<file path="src/rtl/wiper_i2c_pkg.sv">
`timescale 1ns/1ps
package wiper_i2c_pkg;

    localparam int WIPER_W = 7;
    localparam logic [7:0] REG_WIPER  = 8'h00;
    localparam logic [7:0] REG_SELECT = 8'h02;
    localparam logic [7:0] SEL_RESET  = 8'h01;

    typedef enum logic [1:0] {
        PH_IDLE,
        PH_RX,
        PH_ACK,
        PH_TX
    } phase_e;

    typedef enum logic [1:0] {
        BY_ADDR,
        BY_REG,
        BY_DATA
    } byte_e;

    typedef struct packed {
        phase_e               ph;
        byte_e                which;
        logic [3:0]           cnt;
        logic [7:0]           sh;
        logic                 rd;
        logic [7:0]           ptr;
        logic                 oe;
        logic [7:0]           sel;
        logic [WIPER_W-1:0]   wcr;
        logic [WIPER_W-1:0]   nvr;
        logic                 pend;
        logic [WIPER_W-1:0]   pend_val;
    } ctrl_t;

endpackage

</file>
<file path="src/rtl/wiper_i2c_sync.sv">
`timescale 1ns/1ps
module wiper_i2c_sync #(
    parameter int unsigned SYNC_STAGES = 2
) (
    input  logic clk,
    input  logic rst_n,
    input  logic scl_i,
    input  logic sda_i,
    output logic scl_s,
    output logic sda_s,
    output logic start,
    output logic stop,
    output logic scl_rise,
    output logic scl_fall
);
    localparam int unsigned N = (SYNC_STAGES < 2) ? 2 : SYNC_STAGES;

    logic [N-1:0] scl_chain_d, scl_chain_q;
    logic [N-1:0] sda_chain_d, sda_chain_q;
    logic         scl_p_d, scl_p_q;
    logic         sda_p_d, sda_p_q;

    always_comb begin
        scl_chain_d = {scl_chain_q[N-2:0], scl_i};
        sda_chain_d = {sda_chain_q[N-2:0], sda_i};
        scl_p_d     = scl_chain_q[N-1];
        sda_p_d     = sda_chain_q[N-1];
    end

    always_ff @(posedge clk or negedge rst_n) begin
        if (!rst_n) begin
            scl_chain_q <= '1;
            sda_chain_q <= '1;
            scl_p_q     <= 1'b1;
            sda_p_q     <= 1'b1;
        end else begin
            scl_chain_q <= scl_chain_d;
            sda_chain_q <= sda_chain_d;
            scl_p_q     <= scl_p_d;
            sda_p_q     <= sda_p_d;
        end
    end

    assign scl_s    = scl_chain_q[N-1];
    assign sda_s    = sda_chain_q[N-1];
    assign start    = scl_s && scl_p_q && sda_p_q && !sda_s;
    assign stop     = scl_s && scl_p_q && !sda_p_q && sda_s;
    assign scl_rise = scl_s && !scl_p_q;
    assign scl_fall = !scl_s && scl_p_q;

endmodule

</file>
<file path="src/rtl/wiper_store_timer.sv">
`timescale 1ns/1ps
module wiper_store_timer #(
    parameter int unsigned STORE_CYCLES = 1250000
) (
    input  logic clk,
    input  logic rst_n,
    input  logic go,
    output logic busy
);
    localparam int unsigned CW = $clog2(STORE_CYCLES + 1);

    logic [CW-1:0] cnt_d, cnt_q;

    always_comb begin
        cnt_d = cnt_q;
        if (go)
            cnt_d = CW'(STORE_CYCLES);
        else if (cnt_q != '0)
            cnt_d = cnt_q - 1'b1;
    end

    always_ff @(posedge clk or negedge rst_n) begin
        if (!rst_n) cnt_q <= '0;
        else        cnt_q <= cnt_d;
    end

    assign busy = (cnt_q != '0);

endmodule

</file>
<file path="src/rtl/wiper_i2c_fsm.sv">
`timescale 1ns/1ps
module wiper_i2c_fsm
    import wiper_i2c_pkg::*;
#(
    parameter logic [6:0]         DEV_ADDR = 7'h28,
    parameter logic [WIPER_W-1:0] NV_INIT  = 7'h40
) (
    input  logic               clk,
    input  logic               rst_n,
    input  logic               start,
    input  logic               stop,
    input  logic               scl_rise,
    input  logic               scl_fall,
    input  logic               sda_s,
    input  logic               busy,
    output logic               sda_oe,
    output logic [WIPER_W-1:0] wiper,
    output logic               nv_go
);
    ctrl_t d, q;

    always_comb begin
        logic       ok;
        logic       sel_nv;
        logic [7:0] rbyte;
        d      = q;
        nv_go  = 1'b0;
        ok     = 1'b0;
        sel_nv = (q.sel == 8'h00);
        rbyte  = (q.ptr == REG_SELECT) ? q.sel
                                       : {1'b0, (sel_nv ? q.nvr : q.wcr)};
        if (busy) begin
            d.ph = PH_IDLE;
            d.oe = 1'b0;
        end else if (start) begin
            d.ph    = PH_RX;
            d.which = BY_ADDR;
            d.cnt   = '0;
            d.oe    = 1'b0;
            d.pend  = 1'b0;
        end else if (stop) begin
            d.ph = PH_IDLE;
            d.oe = 1'b0;
            if (q.pend) begin
                d.nvr  = q.pend_val;
                d.wcr  = q.pend_val;
                d.pend = 1'b0;
                nv_go  = 1'b1;
            end
        end else begin
            unique case (q.ph)
                PH_RX: begin
                    if (scl_rise && q.cnt < 4'd8) begin
                        d.sh  = {q.sh[6:0], sda_s};
                        d.cnt = q.cnt + 4'd1;
                    end else if (scl_fall && q.cnt == 4'd8) begin
                        unique case (q.which)
                            BY_ADDR: begin
                                ok   = (q.sh[7:1] == DEV_ADDR);
                                d.rd = q.sh[0];
                            end
                            BY_REG: begin
                                ok    = (q.sh == REG_WIPER) || (q.sh == REG_SELECT);
                                d.ptr = ok ? q.sh : q.ptr;
                            end
                            default: begin
                                ok = 1'b1;
                                if (q.ptr == REG_SELECT)
                                    d.sel = q.sh;
                                else if (sel_nv) begin
                                    d.pend     = 1'b1;
                                    d.pend_val = q.sh[WIPER_W-1:0];
                                end else
                                    d.wcr = q.sh[WIPER_W-1:0];
                            end
                        endcase
                        d.ph = ok ? PH_ACK : PH_IDLE;
                        d.oe = ok;
                    end
                end
                PH_ACK: begin
                    if (scl_fall) begin
                        d.oe  = 1'b0;
                        d.cnt = '0;
                        if (q.which == BY_ADDR && q.rd) begin
                            d.ph  = PH_TX;
                            d.sh  = rbyte;
                            d.oe  = ~rbyte[7];
                            d.cnt = 4'd1;
                        end else if (q.which == BY_ADDR) begin
                            d.which = BY_REG;
                            d.ph    = PH_RX;
                        end else if (q.which == BY_REG) begin
                            d.which = BY_DATA;
                            d.ph    = PH_RX;
                        end else begin
                            d.ph = PH_IDLE;
                        end
                    end
                end
                PH_TX: begin
                    if (scl_fall) begin
                        if (q.cnt < 4'd8) begin
                            d.oe  = ~q.sh[6];
                            d.sh  = {q.sh[6:0], 1'b0};
                            d.cnt = q.cnt + 4'd1;
                        end else begin
                            d.oe = 1'b0;
                            d.ph = PH_IDLE;
                        end
                    end
                end
                default: ;
            endcase
        end
    end

    always_ff @(posedge clk or negedge rst_n) begin
        if (!rst_n) begin
            q.ph       <= PH_IDLE;
            q.which    <= BY_ADDR;
            q.cnt      <= '0;
            q.sh       <= '0;
            q.rd       <= 1'b0;
            q.ptr      <= REG_WIPER;
            q.oe       <= 1'b0;
            q.sel      <= SEL_RESET;
            q.wcr      <= NV_INIT;
            q.nvr      <= NV_INIT;
            q.pend     <= 1'b0;
            q.pend_val <= '0;
        end else begin
            q <= d;
        end
    end

    assign sda_oe = q.oe;
    assign wiper  = q.wcr;

endmodule

</file>
<file path="src/rtl/wiper_i2c_ctrl.sv">
`timescale 1ns/1ps
module wiper_i2c_ctrl #(
    parameter logic [6:0]  DEV_ADDR     = 7'h28,
    parameter logic [6:0]  NV_INIT      = 7'h40,
    parameter int unsigned STORE_CYCLES = 1250000,
    parameter int unsigned SYNC_STAGES  = 2
) (
    input  logic       clk,
    input  logic       rst_n,
    input  logic       scl_i,
    input  logic       sda_i,
    output logic       sda_oe,
    output logic       sda_o,
    output logic [6:0] wiper,
    output logic       busy
);
    logic scl_s, sda_s, start, stop, scl_rise, scl_fall, nv_go;

    wiper_i2c_sync #(.SYNC_STAGES(SYNC_STAGES)) u_sync (
        .clk      (clk),
        .rst_n    (rst_n),
        .scl_i    (scl_i),
        .sda_i    (sda_i),
        .scl_s    (scl_s),
        .sda_s    (sda_s),
        .start    (start),
        .stop     (stop),
        .scl_rise (scl_rise),
        .scl_fall (scl_fall)
    );

    wiper_i2c_fsm #(.DEV_ADDR(DEV_ADDR), .NV_INIT(NV_INIT)) u_fsm (
        .clk      (clk),
        .rst_n    (rst_n),
        .start    (start),
        .stop     (stop),
        .scl_rise (scl_rise),
        .scl_fall (scl_fall),
        .sda_s    (sda_s),
        .busy     (busy),
        .sda_oe   (sda_oe),
        .wiper    (wiper),
        .nv_go    (nv_go)
    );

    wiper_store_timer #(.STORE_CYCLES(STORE_CYCLES)) u_timer (
        .clk   (clk),
        .rst_n (rst_n),
        .go    (nv_go),
        .busy  (busy)
    );

    assign sda_o = 1'b0;

endmodule

</file>
<file path="config.mk">
export PLATFORM = sky130hd
export DESIGN_NAME = wiper_i2c_ctrl
export DESIGN_NICKNAME = d
export VERILOG_FILES = /design/src/rtl/wiper_i2c_pkg.sv /design/src/rtl/wiper_i2c_sync.sv /design/src/rtl/wiper_store_timer.sv /design/src/rtl/wiper_i2c_fsm.sv /design/src/rtl/wiper_i2c_ctrl.sv
export SDC_FILE = /design/constraint.sdc
export NUM_CORES = 1
export LEC_CHECK = 0
export CELL_PAD_IN_SITES_DETAIL_PLACEMENT = 0
export CELL_PAD_IN_SITES_GLOBAL_PLACEMENT = 1
export CORE_MARGIN = 2
export CORE_UTILIZATION = 51
export CTS_CLUSTER_DIAMETER = 50
export DETAILED_ROUTE_END_ITERATION = 7
export DONT_BUFFER_PORTS = 1
export PLACE_DENSITY = 0.79
export SLEW_MARGIN = 15
export SYNTH_ARGS = -nofsm -noshare
export SYNTH_HDL_FRONTEND = slang
export SYNTH_SLANG_ARGS = --single-unit
</file>
<file path="constraint.sdc">
create_clock -name clk -period 3.3 [get_ports clk]
set_input_delay 0.33 -clock clk [delete_from_list [all_inputs] [get_ports clk]]
set_output_delay 0.33 -clock clk [all_outputs]
set_load 0.01 [all_outputs]
</file>
==> out/results.txt, run 1 <==
Slew headroom: 59.1%
Final hold slack: 0.352 ns
# clock sinks: 83
Most frequent cells in the layout: dfrtp_1, nand2_1, nor2_1
Crit share post-route: 89.0%
Placer Congestion: 0.811
Die outline width: 93.3 µm
DRC viols: 0
Max-cap viol count: 0
Detailed Place HPWL: 5820 µm
Final Hold Fails: 0
Largest net degree at the start of global routing: 84
Final nets: 401
Sequential area share after synthesis: 51.3%
TritonCTS clock tree: built
I/O pin count: 14
Critical path class: register to register
Post-synthesis mux area share: 9.22%
Reg-to-reg setup timing slack: 0.36 ns
Initial antenna violation count: 0
Syn Area/Cell: 10.6 µm²
Post-CTS setup buffer count: 0
Worst EP required: 3.54 ns
Min-delay worst type: register to register
Max VDD drop: 251 µV
Slew of the pin with the lowest slew margin: 0.612 ns
Antenna diodes: 0
Reg2Reg Depth: 6
H-tree depth: 3
Post-cts gate resize count: 0
Drt first pass iters: 4
Root buffer cell: clkbuf_8
Final instance area: 4400 µm²
Post-Synth Simple-Gate Area: 19.3%
Final core utilization: 57.0%
# rows: 32
First-pass GRT wire length: 14600 µm
# placed instances: 476
Final setup fails: 0
Hold buffers post-CTS: 4
Worst Setup Start Kind: register
Ys async rst share: 100%
Syn Nets: 395
Peak fanout along the critical path: 8
Post-synthesis compound-gate area fraction: 11.5%
Status: completed
Synth Warn #: 0
Hold path cells: 0
P_leak: 1.90 nW
Most common cell after layout, fill and taps aside: dfrtp_1
Maximum clock path buffer count: 2
Pre-CTS setup slack: 0.360 ns
Global-route usage over all layers: 21.6%
Final non-filler cell total: 496
Reg2reg end: u_fsm.q[28]
Detailed Route Iter0 Violations: 182
Largest family of logic cells by synthesized area: simple AND/OR/NAND/NOR gates
RSZ-0062 raised after global routing: no
Pwr Density: 600 nW/µm²
Setup TNS: 0 ns
Cts bufs inserted: 9
Post-Route WL: 8600 µm
Cells after Synth: 383
Routed wire length per instance: 17.3 µm
Xor/xnor share of the synthesized area: 2.80%
Vias: 2815
Worst Skew: 0.0110 ns
Vias in the first global route: 2886
Hold path endpoint: u_sync.scl_chain_q[1]
Via density: 5.68
Clock Latency Late Sink: 0.35 ns
Min Clock Period, post-route: 2.94 ns
Antenna viol nets, final: 0
Share of cells above drive strength 1: 16.8%
Top FF cell, synth: dfrtp_1
Synth Area in Adders: 2.46%
Port bufs: 0
CP Data Arrival Time: 3.17 ns
Worst r2r src: u_timer.cnt_q[13]
Setup ws final: 0.361 ns
Crit. End Element: register
Grt ovf: 0
Yosys reg bits: 83
EDFF count, synth: 0
Post-synth cell types: 57
Cell Area, Placed: 4150 µm²
Initial core utilization: 52.7%
Highest Clock Rate: 340 MHz
Reg clk slew, reported paths: 0.08 ns
Fin. max-slew vios: 0
Post-Syn Area: 4070 µm²
Syn-to-layout area delta: 8.18%
Total power: 2.64 mW
Core Footprint: 7730 µm²
Hold path start: u_sync.scl_chain_q[0]
Chip Height: 93.3 µm
Die area: 8710 µm²
[power breakdown]
| part | internal (mW) | leakage [nW] | switching [mW] |
|---|---|---|---|
| clock | 0.354 | 0.0901 | 0.365 |
| combinational | 0.230 | 0.722 | 0.267 |
| sequential | 1.20 | 1.09 | 0.225 |
[Yosys cell counts, types with 8 or more instances]
cell / instances / area [µm²]
a21oi_1: 13 / 65.1
a22oi_1: 8 / 60.1
o21ai_0: 26 / 130
buf_4: 8 / 60.1
dfstp_2: 9 / 236
dfrtp_1: 74 / 1850
mux2_2: 24 / 270
and2_1: 9 / 56.3
mux2i_1: 9 / 90.1
ha_1: 8 / 100
inv_1: 10 / 37.5
nor2_1: 31 / 116
nor3_1: 9 / 45.0
nand2_1: 39 / 146
nand3_1: 10 / 50.1
xor2_1: 10 / 87.6
[layout make-up]
cell class / instances / area [µm²]
multi-input combinational: 274 / 1850
inverter: 10 / 37.5
fill: 691 / 3320
timing repair buffer: 11 / 110
sequential: 83 / 2090
clock buffer: 11 / 131
tap: 102 / 128
clock inverter: 5 / 62.6
[worst max-delay path: stages, from the launching register on]
cell and delay (ns):
dfrtp_1 0.41, or4_4 0.57, or3_4 0.42, nor4_4 0.45, nand4_2 0.24, nor3_4 0.36
mux2_2 0.38
[layer usage]
metal,track usage [%],routed length (µm)
met5,0,0
met4,6.99,53
met3,3.30,369
met2,34.6,4080
met1,30.4,4100
[sequential cells by signal, indices dropped and copies added, names as in the netlist]
| register | count |
|---|---|
| u_timer.cnt_q | 21 |
| u_sync.scl_p_q | 1 |
| u_fsm.wiper | 7 |
| u_sync.scl_chain_q | 2 |
| u_sync.sda_p_q | 1 |
| u_sync.sda_chain_q | 2 |
| u_fsm.q | 48 |
| u_fsm.sda_oe | 1 |
[cell families after synthesis]
logic type / count (synthesis)
flip-flops: 83
XOR/XNOR: 13
buffers and inverters: 26
AND/OR/NAND/NOR: 144
other: 1
AO/OA/AOI/OAI: 74
adder cells (fa/ha/maj): 8
multiplexers: 34
[how the worst max path moves through the flow]
stage,startpoint,end,slack [ns],cells past startpoint
6_report,u_timer.cnt_q[13],u_fsm.q[28],0.36,6
2_1_floorplan,u_timer.cnt_q[13],u_fsm.q[32],0.59,7
4_1_cts,u_timer.cnt_q[13],u_fsm.q[28],0.35,6
3_5_place_dp,u_timer.cnt_q[13],u_fsm.q[28],0.36,6
3_3_place_gp,u_timer.cnt_q[13],u_fsm.q[26],0.41,6
5_1_grt,u_timer.cnt_q[13],u_fsm.q[25],0.18,6
Note: power is estimated with default switching activity, not from simulation.
==> run 2: changes to the inputs <==
Settings changed: CORE_UTILIZATION 51 to 53, CTS_BUF_LIST set to sky130_fd_sc_hd__clkbuf_8, PLACE_DENSITY 0.79 to 0.82, SETUP_SLACK_MARGIN set to 0.4.
==> out/results.txt, run 2 (same netlist as run 1, synthesis figures left out) <==
Highest Clock Rate: 356 MHz
Core Footprint: 7330 µm²
Reg clk slew, reported paths: 0.09 ns
Pre-CTS setup slack: 0.362 ns
Cell Area, Placed: 4150 µm²
Crit share post-route: 85.1%
Detailed Route Iter0 Violations: 156
Critical-path cell list: or4_4, or3_4, nor4_4, nand4_2, nor3_4, buf_12, mux2_2
Setup TNS: 0 ns
First-pass GRT wire length: 14100 µm
P_leak: 1.93 nW
Root buffer cell: clkbuf_8
I/O pin count: 14
Antenna diodes: 0
Post-cts gate resize count: 0
Vias: 2882
Setup ws final: 0.493 ns
DRC viols: 0
Cts bufs inserted: 9
Met3 Usage GRT: 3.29%
Grt ovf: 0
Min Clock Period, post-route: 2.81 ns
Min-delay worst type: register to register
Max VDD drop: 287 µV
Critical path class: register to register
Most frequent cells in the layout: dfrtp_1, nand2_1, nor2_1
Final setup fails: 0
Initial antenna violation count: 0
Most used routing layer: met2
Maximum clock path buffer count: 2
Status: completed
Largest net degree at the start of global routing: 84
CP max stage cell: or4_4
Antenna viol nets, final: 0
CP Data Arrival Time: 3.05 ns
Max-cap viol count: 0
Detailed Place HPWL: 5700 µm
Most flops, register: u_fsm.q
Final core utilization: 60.6%
Final Hold Fails: 0
Syn-to-layout area delta: 9.13%
TritonCTS clock tree: built
CP peak stage delay: 0.57 ns
Chip Height: 91.6 µm
Die area: 8400 µm²
Final nets: 405
Worst EP required: 3.54 ns
Final instance area: 4440 µm²
# fillers: 606
Most common cell after layout, fill and taps aside: dfrtp_1
# rows: 31
Post-Route WL: 8430 µm
Crit. End Element: register
Share of cells above drive strength 1: 17.6%
Placer Congestion: 0.899
Peak fanout along the critical path: 8
Met1 usage: 30.3%
Initial core utilization: 55.5%
Drt first pass iters: 4
Max reg flops: 48
Slew of the pin with the lowest slew margin: 0.625 ns
Slew headroom: 58.2%
Port bufs: 0
Worst Skew: 0.00912 ns
Via density: 5.80
Die outline width: 91.6 µm
Worst Setup Start Kind: register
RSZ-0062 raised after global routing: no
Global-route usage over all layers: 21.3%
Clock Latency Late Sink: 0.35 ns
GRT met2 Usage: 33.1%
# clock sinks: 83
H-tree depth: 3
Vias in the first global route: 2768
Routed wire length per instance: 17.0 µm
Pwr Density: 591 nW/µm²
Fin. max-slew vios: 0
[run 2: cell types whose count changed in the layout (fill, tap and decap cells not counted), sizes merged]
cell | previous run | this run
buf | 8 | 12
clkbuf | 11 | 9
inv | 11 | 13
[run 2: power breakdown]
part           total (mW)  switching, mW  leakage [nW]  internal (mW)
clock               0.716          0.368        0.0984          0.348
sequential           1.43          0.224          1.09           1.20
combinational       0.486          0.257         0.747          0.229
total                2.63          0.849          1.93           1.78
[run 2: worst paths after layout]
kind	slack [ns]	end	startpoint	cells after the start
worst max-delay path	0.49	u_fsm.q[27]	u_timer.cnt_q[13]	7
worst max register to register	0.49	u_fsm.q[27]	u_timer.cnt_q[13]	7
worst min-delay path	0.36	u_sync.sda_chain_q[1]	u_sync.sda_chain_q[0]	0
worst min register to register	0.36	u_sync.sda_chain_q[1]	u_sync.sda_chain_q[0]	0
max in group asynchronous	2.38	u_sync.scl_chain_q[1]	rst_n	2
min in group asynchronous	0.57	u_timer.cnt_q[6]	rst_n	2
[run 2: layout make-up]
cell class              count  area (µm²)  share of cell area (%)
multi-input cells         274        1850                    41.5
clock buffers               9         124                    2.79
inverters                  10        37.5                   0.845
clock inverters             7        70.1                    1.58
well taps                  99         124                    2.79
flip-flops and latches     83        2090                    47.0
repair buffers             15         153                    3.44
[run 2: repair_timing]
action                     in CTS  in global routing
setup buffers                   1                  3
hold buffers                    4                  0
setup endpoints to repair       7                 10
gates cloned                    0                  0
hold endpoints to repair       85                  0
pin swaps                       2                  1
[run 2: critical path, delay by kind of cell (launching register included)]
family	cells	cell delay (ns)
simple gates	5	1.79
flops	1	0.41
mux	1	0.34
buf+inv	1	0.15
[run 2: per-layer routing]
| metal | part of all wire [%] | vias to the layer above | routed length [µm] |
|---|---|---|---|
| met5 | 0 | - | 0 |
| met4 | 1.7 | 0 | 144 |
| met3 | 3.3 | 12 | 281 |
| met2 | 47 | 45 | 3970 |
| met1 | 48 | 1433 | 4040 |
| li1 | - | 1392 | - |
[run 2: metrics by stage]
stage	hold slack, ns	cells	power, mW
floorplan	0.0344	383	1.77
global placement	0.0367	473	1.89
detailed placement	0.0365	473	1.91
CTS	0.361	494	2.65
global route	0.364	497	2.80
finish	0.358	497	2.63
